File: src/rtl/eth_led_pkg.sv
package eth_led_pkg;

  typedef enum logic [1:0] {
    SPD_10   = 2'd0,
    SPD_100  = 2'd1,
    SPD_1000 = 2'd2,
    SPD_2500 = 2'd3
  } speed_e;

  typedef enum logic [1:0] {
    FM_DARK = 2'd0,
    FM_LIT  = 2'd1,
    FM_CH2  = 2'd2,
    FM_CH1  = 2'd3
  } force_mode_e;

  localparam logic [15:0] ADDR_BLINK_CFG = 16'h8073;
  localparam logic [15:0] ADDR_POLARITY  = 16'h901A;
  localparam int          POL_BIT        = 6;
  localparam int          BLINK_CFG_W    = 12;

  // condition mask bit positions
  localparam int PB_S2500_ON  = 15;
  localparam int PB_S2500_BLK = 14;
  localparam int PB_BYPASS    = 13;
  localparam int PB_FDX_ON    = 12;
  localparam int PB_HDX_ON    = 11;
  localparam int PB_TX_BLK    = 10;
  localparam int PB_RX_BLK    = 9;
  localparam int PB_TX_HOLD   = 8;
  localparam int PB_RX_HOLD   = 7;
  localparam int PB_S1000_ON  = 6;
  localparam int PB_S100_ON   = 5;
  localparam int PB_S10_ON    = 4;
  localparam int PB_COL_BLK   = 3;
  localparam int PB_S1000_BLK = 2;
  localparam int PB_S100_BLK  = 1;
  localparam int PB_S10_BLK   = 0;

  function automatic logic [15:0] pattern_addr(input int n);
    return 16'h8078 - 16'(2 * n);
  endfunction

  function automatic logic [15:0] force_addr(input int n);
    return 16'h8079 - 16'(2 * n);
  endfunction

  // speed selector: bit k of sel is the enable for speed code k
  function automatic logic speed_hit(input logic [3:0] sel, input logic [1:0] spd);
    return sel[spd];
  endfunction

  function automatic logic hold_len_ok(input int len);
    return len >= 1;
  endfunction

endpackage

File: src/rtl/led_regs.sv
module led_regs
  import eth_led_pkg::*;
#(
  parameter int N_LED = 3
) (
  input  logic                      clk,
  input  logic                      rst_n,
  input  logic                      wr,
  input  logic [15:0]               addr,
  input  logic [15:0]               wdata,
  output logic [15:0]               rdata,
  output logic [N_LED-1:0][15:0]    pat_q,
  output logic [N_LED-1:0][15:0]    frc_q,
  output logic [BLINK_CFG_W-1:0]    blink_q,
  output logic                      pol_q
);

  genvar g;
  generate
    for (g = 0; g < N_LED; g++) begin : g_led
      always_ff @(posedge clk or negedge rst_n) begin
        if (!rst_n) begin
          pat_q[g] <= '0;
          frc_q[g] <= '0;
        end else if (wr) begin
          if (addr == pattern_addr(g)) pat_q[g] <= wdata;
          if (addr == force_addr(g))   frc_q[g] <= wdata;
        end
      end
    end
  endgenerate

  always_ff @(posedge clk or negedge rst_n) begin
    if (!rst_n) begin
      blink_q <= '0;
      pol_q   <= 1'b0;
    end else if (wr) begin
      if (addr == ADDR_BLINK_CFG) blink_q <= wdata[BLINK_CFG_W-1:0];
      if (addr == ADDR_POLARITY)  pol_q   <= wdata[POL_BIT];
    end
  end

  always_comb begin
    rdata = '0;
    for (int i = 0; i < N_LED; i++) begin
      if (addr == pattern_addr(i)) rdata = pat_q[i];
      if (addr == force_addr(i))   rdata = frc_q[i];
    end
    if (addr == ADDR_BLINK_CFG) rdata = {{(16-BLINK_CFG_W){1'b0}}, blink_q};
    if (addr == ADDR_POLARITY) begin
      rdata = '0;
      rdata[POL_BIT] = pol_q;
    end
  end

endmodule

File: src/rtl/led_stretch.sv
module led_stretch
  import eth_led_pkg::*;
#(
  parameter int LEN = 100
) (
  input  logic clk,
  input  logic rst_n,
  input  logic trig,
  output logic active
);

  localparam int CW = $clog2(LEN + 1);
  localparam logic [CW-1:0] LOAD = CW'(LEN);

  logic [CW-1:0] cnt_q;

  initial begin
    if (!hold_len_ok(LEN)) $error("led_stretch: LEN must be at least 1");
  end

  always_ff @(posedge clk or negedge rst_n) begin
    if (!rst_n)              cnt_q <= '0;
    else if (trig)           cnt_q <= LOAD;
    else if (cnt_q != '0)    cnt_q <= cnt_q - 1'b1;
  end

  assign active = (cnt_q != '0);

endmodule

File: src/rtl/led_lane.sv
module led_lane
  import eth_led_pkg::*;
(
  input  logic [15:0] pat,
  input  logic [2:0]  frc_ctl,    // {enable, mode[1:0]}
  input  logic        link_up,
  input  logic [1:0]  speed,
  input  logic        fdx,
  input  logic        col,
  input  logic        tx_act,
  input  logic        rx_act,
  input  logic        tx_hold,
  input  logic        rx_hold,
  input  logic        blk1,
  input  logic        blk2,
  output logic        qual,
  output logic        act_go,
  output logic        lit
);

  logic        spd_on, dup_on, spd_blk, act_req, hold_on, pat_lvl, frc_lvl;
  force_mode_e fmode;

  assign spd_on  = link_up & speed_hit({pat[PB_S2500_ON], pat[PB_S1000_ON],
                                        pat[PB_S100_ON],  pat[PB_S10_ON]}, speed);
  assign spd_blk = link_up & speed_hit({pat[PB_S2500_BLK], pat[PB_S1000_BLK],
                                        pat[PB_S100_BLK],  pat[PB_S10_BLK]}, speed);
  assign dup_on  = link_up & ((pat[PB_FDX_ON] & fdx) | (pat[PB_HDX_ON] & ~fdx));
  assign qual    = spd_on | dup_on;

  assign act_req = (pat[PB_TX_BLK] & tx_act) | (pat[PB_RX_BLK] & rx_act) |
                   (pat[PB_COL_BLK] & col);
  assign act_go  = act_req & (pat[PB_BYPASS] | qual);
  assign hold_on = (pat[PB_TX_HOLD] & tx_hold) | (pat[PB_RX_HOLD] & rx_hold);

  assign pat_lvl = (act_go | spd_blk) ? blk1 : (qual | hold_on);

  assign fmode = force_mode_e'(frc_ctl[1:0]);
  always_comb begin
    unique case (fmode)
      FM_DARK: frc_lvl = 1'b0;
      FM_LIT:  frc_lvl = 1'b1;
      FM_CH2:  frc_lvl = blk2;
      FM_CH1:  frc_lvl = blk1;
      default: frc_lvl = 1'b0;
    endcase
  end

  assign lit = frc_ctl[2] ? frc_lvl : pat_lvl;

endmodule

File: src/rtl/eth_led_ctrl.sv
module eth_led_ctrl
  import eth_led_pkg::*;
#(
  parameter int N_LED  = 3,
  parameter int CLK_HZ = 50_000_000,
  parameter int ACT_MS = 50
) (
  input  logic        clk,
  input  logic        rst_n,
  input  logic        reg_wr,
  input  logic [15:0] reg_addr,
  input  logic [15:0] reg_wdata,
  output logic [15:0] reg_rdata,
  input  logic        link_up,
  input  logic [1:0]  link_speed,
  input  logic        full_duplex,
  input  logic        collision,
  input  logic        tx_pulse,
  input  logic        rx_pulse,
  input  logic        blink_ch1,
  input  logic        blink_ch2,
  output logic [11:0] blink_cfg,
  output logic [N_LED-1:0] led_out
);

  localparam int HOLD_CYC = CLK_HZ / 100;
  localparam int ACT_CYC  = (CLK_HZ / 1000) * ACT_MS;

  logic [N_LED-1:0][15:0] pat_q;
  logic [N_LED-1:0][15:0] frc_q;
  logic                   pol_q;
  logic [N_LED-1:0]       lit, qual, act_go;
  logic                   tx_act, rx_act, tx_hold, rx_hold;

  led_regs #(.N_LED(N_LED)) u_regs (
    .clk(clk), .rst_n(rst_n), .wr(reg_wr), .addr(reg_addr), .wdata(reg_wdata),
    .rdata(reg_rdata), .pat_q(pat_q), .frc_q(frc_q), .blink_q(blink_cfg),
    .pol_q(pol_q)
  );

  led_stretch #(.LEN(ACT_CYC))  u_tx_act  (.clk(clk), .rst_n(rst_n), .trig(tx_pulse), .active(tx_act));
  led_stretch #(.LEN(ACT_CYC))  u_rx_act  (.clk(clk), .rst_n(rst_n), .trig(rx_pulse), .active(rx_act));
  led_stretch #(.LEN(HOLD_CYC)) u_tx_hold (.clk(clk), .rst_n(rst_n), .trig(tx_pulse), .active(tx_hold));
  led_stretch #(.LEN(HOLD_CYC)) u_rx_hold (.clk(clk), .rst_n(rst_n), .trig(rx_pulse), .active(rx_hold));

  genvar g;
  generate
    for (g = 0; g < N_LED; g++) begin : g_lane
      led_lane u_lane (
        .pat(pat_q[g]), .frc_ctl(frc_q[g][15:13]),
        .link_up(link_up), .speed(link_speed), .fdx(full_duplex), .col(collision),
        .tx_act(tx_act), .rx_act(rx_act), .tx_hold(tx_hold), .rx_hold(rx_hold),
        .blk1(blink_ch1), .blk2(blink_ch2),
        .qual(qual[g]), .act_go(act_go[g]), .lit(lit[g])
      );
      assign led_out[g] = pol_q ? lit[g] : ~lit[g];
    end
  endgenerate

endmodule

File: config.mk
export PLATFORM = sky130hd
export DESIGN_NAME = eth_led_ctrl
export DESIGN_NICKNAME = d
export VERILOG_FILES = /design/src/rtl/eth_led_pkg.sv /design/src/rtl/led_regs.sv /design/src/rtl/led_stretch.sv /design/src/rtl/led_lane.sv /design/src/rtl/eth_led_ctrl.sv
export SDC_FILE = /design/constraint.sdc
export NUM_CORES = 1
export LEC_CHECK = 0
export CAP_MARGIN = 20
export CORE_ASPECT_RATIO = 2
export CORE_MARGIN = 10
export CORE_UTILIZATION = 38
export CTS_BUF_LIST = sky130_fd_sc_hd__clkbuf_4 sky130_fd_sc_hd__clkbuf_8
export CTS_CLUSTER_SIZE = 30
export DETAILED_ROUTE_END_ITERATION = 8
export SLEW_MARGIN = 20
export SYNTH_ARGS = -nofsm -noshare
export SYNTH_HDL_FRONTEND = slang
export SYNTH_SLANG_ARGS = --single-unit
File: constraint.sdc
create_clock -name clk -period 4.17 [get_ports clk]
set_clock_uncertainty 0.05 [all_clocks]
set_input_delay 0.417 -clock clk [delete_from_list [all_inputs] [get_ports clk]]
set_output_delay 0.417 -clock clk [all_outputs]
set_load 0.03 [all_outputs]
==> impl_metrics.yaml, run 1 <==
cells_and_area:
  seq_area_sq_mm: 0.00478
  final_layout_size_suffix_gt1_frac: 0.228
  top_library_cells_by_usage_in_the_layout_fill_and_taps_aside: "191 x sky130_fd_sc_hd__dfrtp_1, 115 x sky130_fd_sc_hd__mux2_2, 100 x sky130_fd_sc_hd__nor2_1"
  syn2layout_area_growth_pct: 19.0
  fillers: 2342
  stdcell_count: 1320
  layout.cells.most_common: "sky130_fd_sc_hd__dfrtp_1"
  final_core_util: 0.458
  multiInputGateArea_sq_mm: 0.00475
  nNetsFinal: 1023
critical_path:
  critPathRequiredTime_ns: 3.70
  worst-path-stages: 9
  path_cells: "inv_1 -> ha_1 -> or3b_2 -> or4_4 -> a221o_1 -> o21a_1 -> o221a_1 -> or4_4 -> buf_4"
  worst_path_largest_cell_delay_ns: 0.55
  end_kind: "output pin"
  crit_family: "simple AND/OR/NAND/NOR gates"
  critical_path_buf_inv_count: 2
  critical-path-top-cell-by-count: "sky130_fd_sc_hd__or4_4"
  r2r.worst_path.cells: 9
  path_class: "flop to output pin"
  crit_path_start_kind: "flop"
  reg2reg_slack_ns: 1.32
  critical_path.slowest_cell: "sky130_fd_sc_hd__or4_4"
  worst-path-max-fanout: 4
  cp_data_arrival_time_ns: 3.58
power:
  vdd.ir_drop.worst_mv: 0.280
  share_clk_of_total_power: 0.345
  p_leak_nw: 4.97
  seq_power_share: 0.557
  net_switching_power_figure_mw: 0.914
  power-per-cell-area_mw_per_mm2: 304
  power_frac_comb: 0.097
  switching_share_of_power: 0.261
  power.internal_mw: 2.59
route:
  ant_nets: 0
  detail_route.first_pass.iterations: 6
  routed_wl_mm: 26.3
  wl_per_cell_um: 19.9
  route.vias.total: 7307
  drt_first_iter_violations: 381
  drc_errors: 0
  vias_per_cell: 5.54
global_route:
  met1_usage: 0.157
  grt_usage: 0.162
  grt.met3_usage: 0.0284
  grt_first_pass_wirelength_mm: 42.0
  vias_in_the_first_global_route: 7682
  met2_usage: 0.325
  globalRouteOverflowTotal: 0
  grt_max_degree: 100
  busiest_layer: "met2"
  number_of_antenna_violations_at_the_first_check_in_global_routing: 1
min_path:
  timing.hold.worst_path_depth: 1
  min_path_type: "flop to flop"
sta:
  setup_repair_after_global_routing_missed_its_margin: "true"
  fmax_ghz: 0.247
  setup_violations: 0
  period_share: 0.970
  worst-slew-pin-transition_ns: 0.950
  final.min_clock_period_ns: 4.04
  slew-limit-headroom: 0.367
  drv_slew: 0
  final_hold_vio_count: 0
  final.setup.tns_ns: 0
clock_network:
  clk_root_buffer_cell: "sky130_fd_sc_hd__clkbuf_8"
  cts_buffers: 17
  cts-htree-levels: 4
  tritoncts: "yes"
  clock_sinks: 191
  max-clock-path-buffers: 2
  clock_latency_ns: 0.49
  clkTransAtPathRegs_ns: 0.09
placement:
  dp_cell_count: 1286
  numPortBuffers: 74
  detailedPlacementHpwl_mm: 19.3
  gp_routability_congestion: 0.850
synthesis:
  synth-async-reset-ratio: 1.00
  postSynth.topFlopCell: "sky130_fd_sc_hd__dfrtp_1"
  synth-edff-count: 0
  yosys_register_bits: 191
  syn_area_per_cell_sq_um: 11.1
  synth_cells: 875
  ys.warnings.count: 0
  ys_seq_area_frac: 0.494
  synthesized_area_sq_mm: 0.00968
  synth.net_count: 927
  synth_cell_types: 58
floorplanning:
  design.die.area_sq_mm: 0.0326
  die_w_um: 133
  initial_core_utilization: 0.385
  num_rows: 82
  num_io_pins: 75
  coreArea_sq_mm: 0.0251
  die_span_in_y_um: 246
outcome:
  run_status: "completed"
flow_run:
  max-cap-violations: 0
power by group through the flow:
stage / Combinational, mW / Clock [mW] / Sequential, mW
floorplan: 0.188 / 0 / 1.97
detailed placement: 0.344 / 0 / 1.99
CTS: 0.346 / 1.25 / 1.95
finish: 0.341 / 1.21 / 1.95
global placement: 0.340 / 0 / 1.99
global route: 0.383 / 1.30 / 1.96
final timing paths:
path,start,end
max,u_rx_act.cnt_q[0]$_DFFE_PN0P_,led_out[2]
min,u_rx_hold.cnt_q[18]$_DFFE_PN0P_,u_rx_hold.cnt_q[18]$_DFFE_PN0P_
max reg2reg,u_tx_act.cnt_q[0]$_DFFE_PN0P_,u_tx_act.cnt_q[13]$_DFFE_PN0P_
min reg2reg,u_rx_hold.cnt_q[18]$_DFFE_PN0P_,u_rx_hold.cnt_q[18]$_DFFE_PN0P_
max in group asynchronous,rst_n,u_tx_hold.cnt_q[12]$_DFFE_PN0P_
min in group asynchronous,rst_n,u_regs.blink_q[3]$_DFFE_PN0P_
sequential cells by signal (all words and copies together) (netlist names):
| register | flops |
|---|---|
| u_regs.frc_q | 48 |
| u_regs.pat_q | 48 |
| u_rx_act.cnt_q | 22 |
| u_tx_act.cnt_q | 22 |
| u_rx_hold.cnt_q | 19 |
| u_tx_hold.cnt_q | 19 |
| u_regs.blink_q | 12 |
| u_regs.pol_q | 1 |
cells in the mapped netlist, types with 3 or more instances:
cell type,instances,share of area
sky130_fd_sc_hd__nand2b_1,23,0.015
sky130_fd_sc_hd__a221oi_1,6,0.0054
sky130_fd_sc_hd__a2111oi_0,3,0.0027
sky130_fd_sc_hd__xor2_1,22,0.020
sky130_fd_sc_hd__a21o_1,5,0.0039
sky130_fd_sc_hd__a22o_1,3,0.0027
sky130_fd_sc_hd__a31oi_1,5,0.0032
sky130_fd_sc_hd__nor2b_1,4,0.0026
sky130_fd_sc_hd__mux4_2,6,0.014
sky130_fd_sc_hd__mux2_2,115,0.13
sky130_fd_sc_hd__nand3b_1,7,0.0054
sky130_fd_sc_hd__nor3b_1,4,0.0031
sky130_fd_sc_hd__nor4b_1,6,0.0054
sky130_fd_sc_hd__dfrtp_1,191,0.49
sky130_fd_sc_hd__o21a_1,3,0.0023
sky130_fd_sc_hd__inv_1,15,0.0058
sky130_fd_sc_hd__nand3_1,15,0.0078
sky130_fd_sc_hd__a221o_1,17,0.018
sky130_fd_sc_hd__a21oi_1,34,0.018
sky130_fd_sc_hd__or4_1,16,0.012
sky130_fd_sc_hd__nand2_1,34,0.013
sky130_fd_sc_hd__a211oi_1,6,0.0047
sky130_fd_sc_hd__xnor2_1,34,0.031
sky130_fd_sc_hd__and3_1,8,0.0052
sky130_fd_sc_hd__o221a_1,3,0.0035
sky130_fd_sc_hd__o21ai_0,9,0.0047
sky130_fd_sc_hd__nand4_1,5,0.0032
sky130_fd_sc_hd__nand4b_1,4,0.0036
sky130_fd_sc_hd__or3b_2,3,0.0027
sky130_fd_sc_hd__ha_1,8,0.010
sky130_fd_sc_hd__nor4_1,18,0.012
sky130_fd_sc_hd__mux2i_1,7,0.0072
sky130_fd_sc_hd__or2_2,5,0.0032
sky130_fd_sc_hd__o21bai_1,6,0.0047
sky130_fd_sc_hd__o221ai_1,3,0.0027
sky130_fd_sc_hd__nor3_1,33,0.017
sky130_fd_sc_hd__clkbuf_1,30,0.012
sky130_fd_sc_hd__and2_1,6,0.0039
sky130_fd_sc_hd__a222oi_1,5,0.0052
sky130_fd_sc_hd__a22oi_1,12,0.0093
sky130_fd_sc_hd__a21boi_0,9,0.0070
sky130_fd_sc_hd__nor2_1,100,0.039
sky130_fd_sc_hd__or3_1,7,0.0045
cell type report:
type / count / share of cell area
well taps: 336 / 0.0365
multi-input cells: 636 / 0.412
diodes: 1 / 0.000217
flip-flops and latches: 191 / 0.415
clock buffers: 20 / 0.0223
repair buffers: 110 / 0.0983
clock inverters: 11 / 0.0103
inverters: 15 / 0.00489
layer usage:
| metal | vias to the layer above | wire (um) | part of all wire |
|---|---|---|---|
| li1 | 3410 | - | - |
| met1 | 3730 | 9410 | 0.36 |
| met2 | 135 | 15500 | 0.59 |
| met3 | 32 | 698 | 0.027 |
| met4 | 0 | 670 | 0.026 |
| met5 | - | 0 | 0 |
repair_timing:
item,in CTS,in global routing
gates cloned,0,0
hold buffers,1,0
endpoints found under the hold margin,58,0
gates resized for setup,16,9
setup endpoints to repair,3,3
setup buffers,0,1
cells by family (layout without fill, tap and decap cells):
group / count (synthesis) / count (layout) / share of synthesized area
compound gates: 140 / 140 / 0.107
other cells: 0 / 1 / 0
simple gates: 304 / 304 / 0.165
fa+ha+maj: 8 / 8 / 0.0103
buf+inv: 48 / 156 / 0.0189
mux: 128 / 128 / 0.155
flops: 191 / 191 / 0.494
xor+xnor: 56 / 56 / 0.0507
metrics by stage:
| stage | power (mW) | hold slack, ns | setup slack [ns] | cell area [sq um] |
|---|---|---|---|---|
| final | 3.50 | 0.435 | 0.126 | 11500 |
| after global routing | 3.65 | 0.475 | -0.0133 | 11500 |
| after CTS | 3.55 | 0.442 | 0.0250 | 11500 |
| after detailed placement | 2.33 | 0.426 | 0.104 | 11100 |
| after global placement | 2.33 | 0.421 | 0.104 | 11100 |
| after floorplan | 2.16 | 0.0714 | 0.677 | 9680 |
Power figures use the tool's default switching activity.
==> run 2: changes to the inputs <==
--- a/config.mk
+++ b/config.mk
@@ -12,6 +12,7 @@
 export CTS_BUF_LIST = sky130_fd_sc_hd__clkbuf_4 sky130_fd_sc_hd__clkbuf_8
 export CTS_CLUSTER_SIZE = 30
 export DETAILED_ROUTE_END_ITERATION = 8
+export HOLD_SLACK_MARGIN = 0.08
 export SLEW_MARGIN = 20
 export SYNTH_ARGS = -nofsm -noshare
 export SYNTH_HDL_FRONTEND = slang
==> results of run 2 <==
Same layout as run 1: the final DEF is identical, and so are final timing and power.
==> run 3: changes to the inputs <==
--- a/config.mk
+++ b/config.mk
@@ -13,6 +13,7 @@
 export CTS_CLUSTER_SIZE = 30
 export DETAILED_ROUTE_END_ITERATION = 8
 export HOLD_SLACK_MARGIN = 0.08
+export PLACE_DENSITY = 0.67
 export SLEW_MARGIN = 20
 export SYNTH_ARGS = -nofsm -noshare
 export SYNTH_HDL_FRONTEND = slang
==> run 3 against run 2 <==
Effect of this change: core utilization down 0.15 points; highest routed layer unchanged; flip-flop and latch count unchanged; largest power group unchanged; count of clock-buffer cells in the layout up 1; die area unchanged; sequential share of layout area up 0.14 points; non-clock buffer count down 2; maximum frequency about the same; power down 2.0%; hold slack better by 0.0090 ns; combinational power about the same; clock power down 6%.
==> impl_metrics.yaml, run 3 (synthesis gave the netlist of run 1 again) <==
outcome:
  run_status: "completed"
cells_and_area:
  nNetsFinal: 1021
  syn2layout_area_growth_pct: 18.6
  top_library_cells_by_usage_in_the_layout_fill_and_taps_aside: "191 x sky130_fd_sc_hd__dfrtp_1, 115 x sky130_fd_sc_hd__mux2_2, 100 x sky130_fd_sc_hd__nor2_1"
  multiInputGateArea_sq_mm: 0.00476
  top_regs: "u_regs.frc_q x48, u_regs.pat_q x48"
  layout.cells.most_common: "sky130_fd_sc_hd__dfrtp_1"
  final_layout_size_suffix_gt1_frac: 0.226
  fillers: 2356
  seq_area_sq_mm: 0.00478
power:
  p_leak_nw: 4.96
  power-per-cell-area_mw_per_mm2: 299
  vdd.ir_drop.worst_mv: 0.203
  power.total_mw: 3.43
floorplanning:
  design.die.area_sq_mm: 0.0326
  die_w_um: 133
  coreArea_sq_mm: 0.0251
  initial_core_utilization: 0.385
  die_span_in_y_um: 246
  num_rows: 82
  num_io_pins: 75
global_route:
  grt_max_degree: 90
  vias_in_the_first_global_route: 7795
  globalRouteOverflowTotal: 0
  number_of_antenna_violations_at_the_first_check_in_global_routing: 1
  grt_first_pass_wirelength_mm: 41.9
  grt_usage: 0.163
min_path:
  min_path_type: "flop to flop"
  timing.hold.worst_path_depth: 1
clock_network:
  tritoncts: "yes"
  cts_buffers: 17
  cts-htree-levels: 4
  max-clock-path-buffers: 2
  clock_latency_ns: 0.49
  clock_sinks: 191
  clk_root_buffer_cell: "sky130_fd_sc_hd__clkbuf_8"
  clkTransAtPathRegs_ns: 0.09
critical_path:
  cp_data_arrival_time_ns: 3.57
  r2r.worst_path.cells: 9
  crit_path_start_kind: "flop"
  worst-path-max-fanout: 4
  critPathRequiredTime_ns: 3.70
  end_kind: "output pin"
  path_class: "flop to output pin"
route:
  vias_per_cell: 5.58
  routed_wl_mm: 26.3
  ant_nets: 0
  drt_first_iter_violations: 495
  drc_errors: 0
  detail_route.first_pass.iterations: 6
  route.vias.total: 7337
  wl_per_cell_um: 20.0
placement:
  detailedPlacementHpwl_mm: 19.4
  gp_routability_congestion: 0.918
  numPortBuffers: 74
sta:
  final.min_clock_period_ns: 4.04
  worst_hold_check_slack_ns: 0.444
  fmax_ghz: 0.247
  period_share: 0.969
  slew-limit-headroom: 0.363
  drv_slew: 0
  setup_violations: 0
  worst-slew-pin-transition_ns: 0.943
  final_hold_vio_count: 0
flow_run:
  max-cap-violations: 0
==> run 3: cell types whose count changed in the layout (fill, tap and decap cells not counted), sizes merged <==
cell	change
bufinv	-1
buf	-2
clkinvlp	-2
clkinv	-1
clkbuf	+1
==> run 3: where the power goes <==
group | total (mW) | internal [mW] | leakage [nW] | switching, mW
Sequential | 1.95 | 1.90 | 2.50 | 0.0539
Clock | 1.14 | 0.508 | 0.178 | 0.628
Combinational | 0.344 | 0.146 | 2.28 | 0.198
==> run 3: path summary, 6_finish.rpt <==
kind	start	end	slack (ns)
min in group asynchronous	rst_n	u_regs.blink_q[1]$_DFFE_PN0P_	0.48
worst min-delay path	u_rx_hold.cnt_q[18]$_DFFE_PN0P_	u_rx_hold.cnt_q[18]$_DFFE_PN0P_	0.44
worst max register to register	u_tx_act.cnt_q[0]$_DFFE_PN0P_	u_tx_act.cnt_q[13]$_DFFE_PN0P_	1.38
max in group asynchronous	rst_n	u_regs.blink_q[11]$_DFFE_PN0P_	2.59
worst max-delay path	u_rx_act.cnt_q[14]$_DFFE_PN0P_	led_out[0]	0.13
worst min register to register	u_rx_hold.cnt_q[18]$_DFFE_PN0P_	u_rx_hold.cnt_q[18]$_DFFE_PN0P_	0.44
==> run 3: worst max-delay path, cell delays in order, from the launching register on <==
cell	delay (ns)
sky130_fd_sc_hd__dfrtp_1	0.41
sky130_fd_sc_hd__or4_1	0.55
sky130_fd_sc_hd__or4_4	0.60
sky130_fd_sc_hd__a221o_1	0.35
sky130_fd_sc_hd__o21a_1	0.20
sky130_fd_sc_hd__o221a_1	0.23
sky130_fd_sc_hd__or4_4	0.55
sky130_fd_sc_hd__buf_4	0.19
==> run 3: final cells by class <==
cell class,instances,share of cell area
Antenna cell,1,0.000218
Clock buffer,21,0.0246
Clock inverter,7,0.00567
Inverter,15,0.00490
Multi-Input combinational cell,636,0.414
Sequential cell,191,0.416
Tap cell,336,0.0366
Timing Repair Buffer,108,0.0973
==> run 3: metal layers <==
| metal | vias up | share of wire | GRT usage |
|---|---|---|---|
| met2 | 184 | 0.56 | 0.307 |
| met3 | 65 | 0.032 | 0.0301 |
| met1 | 3686 | 0.35 | 0.160 |
| li1 | 3402 | - | - |
| met4 | 0 | 0.050 | 0.0995 |
| met5 | - | 0 | 0 |
==> run 3: what timing repair did <==
| item | 4_1_cts | 5_1_grt |
|---|---|---|
| hold buffers | 1 | 0 |
| setup buffers | 0 | 1 |
| gates resized for setup | 16 | 11 |
| endpoints found under the setup margin | 3 | 3 |
| hold endpoints to repair | 87 | 0 |
| pin swaps | 0 | 0 |
==> run 3: stage by stage <==
step,TNS (ns),area [sq um],worst slack [ns],util,instances
5_1_grt,-0.0214,11500,-0.0187,0.457,1315
6_report,0,11500,0.129,0.457,1315
3_5_place_dp,0,11100,0.0967,0.442,1284
3_3_place_gp,0,11100,0.115,0.442,1284
4_1_cts,0,11400,0.0351,0.455,1313
2_1_floorplan,0,9680,0.677,-,875
